<file path="config.mk">
export PLATFORM = sky130hd
export DESIGN_NAME = snoop_cache_ctl
export DESIGN_NICKNAME = d
export VERILOG_FILES = /design/src/rtl/snoop_cache_ctl.sv
export SDC_FILE = /design/constraint.sdc
export NUM_CORES = 1
export LEC_CHECK = 0
export BUFFER_PORTS_ARGS = -buffer_cell sky130_fd_sc_hd__buf_2
export CORE_MARGIN = 5
export CORE_UTILIZATION = 60
export DETAILED_ROUTE_END_ITERATION = 16
export HOLD_SLACK_MARGIN = 0.15
export PLACE_DENSITY = 0.86
export SLEW_MARGIN = 20
export SYNTH_ARGS = -nofsm -noshare
export SYNTH_HDL_FRONTEND = slang
export SYNTH_SLANG_ARGS = --single-unit
</file>
<file path="constraint.sdc">
create_clock -name clk -period 9.93 [get_ports clk]
set_clock_uncertainty 0.2 [all_clocks]
set_input_delay 0.4965 -clock clk [delete_from_list [all_inputs] [get_ports clk]]
set_output_delay 0.4965 -clock clk [all_outputs]
set_load 0.1 [all_outputs]
</file>
<file path="src/rtl/snoop_cache_ctl.sv">
module snoop_cache_ctl #(
  parameter int ADDR_W = 8,
  parameter int DATA_W = 16,
  parameter int LINES  = 4,
  parameter int ID_W   = 2,
  parameter logic [ID_W-1:0] MY_ID = '0
) (
  input  logic              clk,
  input  logic              rst_n,
  input  logic              cpu_valid,
  input  logic              cpu_write,
  input  logic [ADDR_W-1:0] cpu_addr,
  input  logic [DATA_W-1:0] cpu_wdata,
  output logic              cpu_ready,
  output logic [DATA_W-1:0] cpu_rdata,
  output logic              bus_req,
  input  logic              bus_gnt,
  output logic [1:0]        bus_cmd,
  output logic [ADDR_W-1:0] bus_addr,
  output logic [DATA_W-1:0] bus_data,
  output logic [ID_W-1:0]   bus_id,
  input  logic              fill_valid,
  input  logic [DATA_W-1:0] fill_data,
  input  logic [1:0]        snp_cmd,
  input  logic [ADDR_W-1:0] snp_addr,
  input  logic [ID_W-1:0]   snp_id,
  output logic              flush_valid,
  output logic [DATA_W-1:0] flush_data
);
  localparam int IDX_W = $clog2(LINES);
  localparam int TAG_W = ADDR_W - IDX_W;
  localparam logic [1:0] C_NONE = 2'd0, C_RD = 2'd1, C_WR = 2'd2, C_WB = 2'd3;
  localparam logic [1:0] L_INV = 2'd0, L_SHR = 2'd1, L_EXC = 2'd2;

  typedef enum logic [2:0] {IDLE, ARB, EVICT, MISS, FILL} phase_t;

  phase_t           ph;
  logic [TAG_W-1:0]  tag_q [LINES];
  logic [DATA_W-1:0] dat_q [LINES];
  logic [1:0]        st_q  [LINES];

  wire [IDX_W-1:0] cidx = cpu_addr[IDX_W-1:0];
  wire [TAG_W-1:0] ctag = cpu_addr[ADDR_W-1:IDX_W];
  wire [IDX_W-1:0] sidx = snp_addr[IDX_W-1:0];
  wire [TAG_W-1:0] stag = snp_addr[ADDR_W-1:IDX_W];

  wire snp_hit = (snp_cmd == C_RD || snp_cmd == C_WR) && snp_id != MY_ID &&
                 st_q[sidx] != L_INV && tag_q[sidx] == stag;
  wire tag_eq  = tag_q[cidx] == ctag;
  wire perm    = tag_eq && (cpu_write ? st_q[cidx] == L_EXC : st_q[cidx] != L_INV);
  wire hit_ok  = perm && !(snp_hit && sidx == cidx);
  wire dirty_victim = st_q[cidx] == L_EXC && !tag_eq;

  assign flush_valid = snp_hit && st_q[sidx] == L_EXC;
  assign flush_data  = dat_q[sidx];

  assign cpu_ready = (ph == IDLE && cpu_valid && hit_ok) ||
                     (ph == MISS && cpu_write) ||
                     (ph == FILL && fill_valid);
  assign cpu_rdata = (ph == FILL) ? fill_data : dat_q[cidx];

  assign bus_req  = ph != IDLE;
  assign bus_id   = MY_ID;
  assign bus_cmd  = (ph == EVICT) ? C_WB :
                    (ph == MISS)  ? (cpu_write ? C_WR : C_RD) : C_NONE;
  assign bus_addr = (ph == EVICT) ? {tag_q[cidx], cidx} : cpu_addr;
  assign bus_data = (ph == EVICT) ? dat_q[cidx] : cpu_wdata;

  always_ff @(posedge clk) begin
    if (!rst_n) begin
      ph <= IDLE;
      for (int i = 0; i < LINES; i++) begin
        st_q[i]  <= L_INV;
        tag_q[i] <= '0;
        dat_q[i] <= '0;
      end
    end else begin
      if (snp_hit)
        st_q[sidx] <= (snp_cmd == C_RD) ? L_SHR : L_INV;
      case (ph)
        IDLE: begin
          if (cpu_valid && hit_ok && cpu_write) dat_q[cidx] <= cpu_wdata;
          else if (cpu_valid && !perm) ph <= ARB;
        end
        ARB:   if (bus_gnt) ph <= dirty_victim ? EVICT : MISS;
        EVICT: begin
          st_q[cidx] <= L_INV;
          ph <= MISS;
        end
        MISS: begin
          if (cpu_write) begin
            tag_q[cidx] <= ctag;
            dat_q[cidx] <= cpu_wdata;
            st_q[cidx]  <= L_EXC;
            ph <= IDLE;
          end else begin
            ph <= FILL;
          end
        end
        FILL: begin
          if (fill_valid) begin
            tag_q[cidx] <= ctag;
            dat_q[cidx] <= fill_data;
            st_q[cidx]  <= L_SHR;
            ph <= IDLE;
          end
        end
        default: ph <= IDLE;
      endcase
    end
  end
endmodule

</file>
==> flow_metrics.tcl <==
set metrics [dict create \
    status "completed" \
    cts_tree "built" \
    clk_path_buf_depth 2 \
    ant_nets 0 \
    drv_cap 0 \
    grt_start_max_net_pins 69 \
    hp-start "cpu_addr[2]" \
    total_power_mw 1.11 \
    dp_hpwl_um 10700 \
    yosysUniqueCellTypes 50 \
    grt_usage 0.257 \
    ys_seq_area_frac 0.478 \
    grt_pass1_vias 4612 \
    n_antenna_cell 0 \
    tightestPinTransition_ns 0.995 \
    synth_edf_count 96 \
    layout-drive-gt1-share 0.443 \
    arrival_ns 3.87 \
    stdcell_count 687 \
    final_core_util 0.686 \
    yosys_warnings 0 \
    asyncSetResetFlopFracSynth 0 \
    die_y_um 111 \
    drt-pass1-iter-count 6 \
    die-width_um 111 \
    hold_slack_ns 0.340 \
    synth_top_area_frac 0.468 \
    h-tree-depth 3 \
    dr.first_iter.drc_count 532 \
    cts_hold_buf 0 \
    wl_per_cell_um 23.1 \
    grt_overflow_total 0 \
    r2r-start "tag_q[3][4]$_DFFE_PP_" \
    die_area_sq_mm 0.0124 \
    rrSetupSlack_ns 6.27 \
    io_buffers 118 \
    hp-class "input pin to flip-flop" \
    area_growth_syn_to_layout_pct 13.4 \
    cts_buffers 9 \
    r2r_cells 7 \
    place_congestion 0.858 \
    finalInstanceArea_sq_mm 0.00698 \
    cp-start-kind "input pin" \
    worstPathMaxFanout 68 \
    dp_cells 671 \
    cts_post_setup_buffers_inserted 0 \
    powerDensity_mw_per_mm2 159 \
    min_period_over_period 0.410 \
    coreArea_sq_mm 0.0102 \
    num_rows 37 \
    synth.avg_cell_area_sq_um 13.5 \
    nets 605 \
    synthTopCellsByArea "edfxtp_1, mux4_2, mux2_2, mux2i_1, nor3_1" \
    hold_end "tag_q[2][0]$_SDFFCE_PN0P_" \
    leakage_nw 2.60 \
    grt_pass1_wl_um 25000 \
    hold_viol_final 0 \
    synth.cell_area_sq_mm 0.00616 \
    r2r-end "dat_q[1][5]$_SDFFCE_PN0P_" \
    ys.flop_type "edfxtp_1" \
    place_area_sq_mm 0.00676 \
    clkLatencyLatePin_ns 0.36 \
    antenna_found_initial 0 \
    ys_ff_latch 99 \
    syn_inst 456 \
    min_period_ns 4.07 \
    start_util 0.605 \
    pre_cts_ws_ns 5.42 \
    cp.required_ns 9.72 \
    cts-root-buf "clkbuf_8" \
    viasPerCell 6.71 \
    setup_ws_ns 5.86 \
    worstSetupPathType "input pin to flip-flop" \
    slew_headroom 0.336 \
    totalWireLength_um 15900 \
    clock_sinks 99 \
    io_pins 121 \
    fmaxAchievable_ghz 0.245 \
    slew_violations 0 \
    endpoint_kind "flip-flop" \
    setup_viol 0 \
    cts_repair_resize_count 0 \
    fin_setup_tns_ns 0 \
    yosysTopAreaCell "edfxtp_1" \
    rsz0062_at_grt "false" \
    drc 0 \
    whs_path_depth 2 \
    cts.clk_slew.worst_paths_ns 0.09 \
    startpoint "cpu_addr[0]" \
    vias 4611 \
    max-vdd-ir-drop_mv 0.0834 \
]
-- critical path: stages --
cell,delay [ns]
buf_2,0.07
buf_4,0.50
mux4_2,0.61
xnor2_1,0.18
nand4_1,0.24
nor4_2,0.39
a21oi_4,0.09
buf_4,0.38
o21ai_2,0.87
-- kinds of logic (layout without fill, tap and decap cells) --
family                   after synthesis  in the layout  share of synthesized area
AND/OR/NAND/NOR                      155            155                      0.149
multiplexers                         105            105                      0.272
flip-flops                            99             99                      0.478
buffers and inverters                 49            143                     0.0408
AO/OA/AOI/OAI                         31             31                     0.0354
XOR/XNOR                              15             15                     0.0226
adder cells (fa/ha/maj)                1              1                    0.00203
other                                  1              2                   0.000609
-- metal layers --
metal  routed length, um  vias up  GRT usage  part of all wire
met4                 546        0     0.0925             0.034
met5                   0        -          0                 0
met3                1710       74     0.0633              0.11
met2                7720      354      0.412              0.49
li1                    -     1983          -                 -
met1                5900     2200      0.344              0.37
-- sequential cells by signal, summed over array words and instances (netlist names) --
register / cells
st_q: 8
dat_q: 64
tag_q: 24
ph: 3
-- report_power, final --
part | internal, mW | total [mW] | leakage, nW | switching (mW)
Combinational | 0.0797 | 0.338 | 1.47 | 0.259
Sequential | 0.474 | 0.486 | 1.02 | 0.0126
Clock | 0.145 | 0.287 | 0.116 | 0.143
-- cells in the final DEF (no fill, tap or decap), types with 5 or more instances in the layout --
master	count
nor3b_1	18
buf_2	118
xnor2_1	11
nor2b_1	7
nor2_1	9
inv_1	5
nand2_1	18
edfxtp_1	96
nor3_1	42
mux2_2	38
clkbuf_8	9
nor3_2	10
nand3_1	5
mux4_2	46
and3_1	27
mux2i_1	21
-- synth_stat cells, drive strengths merged (7+ instances only) --
cell type / count
and3: 28
buf: 24
clkbuf: 20
edfxtp: 96
mux2: 38
mux2i: 21
mux4: 46
nand2: 19
nor2: 10
nor2b: 7
nor3: 52
nor3b: 19
xnor2: 12
-- final cells by class --
| class | count | area, sq um |
|---|---|---|
| clock buffer | 9 | 124 |
| inverter | 5 | 18.8 |
| multi-input combinational | 309 | 3010 |
| sequential | 99 | 2940 |
| timing repair buffer | 122 | 621 |
| clock inverter | 7 | 98.8 |
| fill | 695 | 3200 |
| tap | 136 | 170 |
-- worst max-delay path by stage --
| stage | endpoint | slack (ns) |
|---|---|---|
| after floorplan | flush_valid | 5.16 |
| after global placement | dat_q[1][5]$_SDFFCE_PN0P_ | 5.59 |
| after detailed placement | dat_q[1][5]$_SDFFCE_PN0P_ | 5.42 |
| after CTS | dat_q[1][3]$_SDFFCE_PN0P_ | 5.82 |
| after global routing | dat_q[1][3]$_SDFFCE_PN0P_ | 5.57 |
| final | dat_q[1][5]$_SDFFCE_PN0P_ | 5.86 |
(Power assumes the default switching activity.)
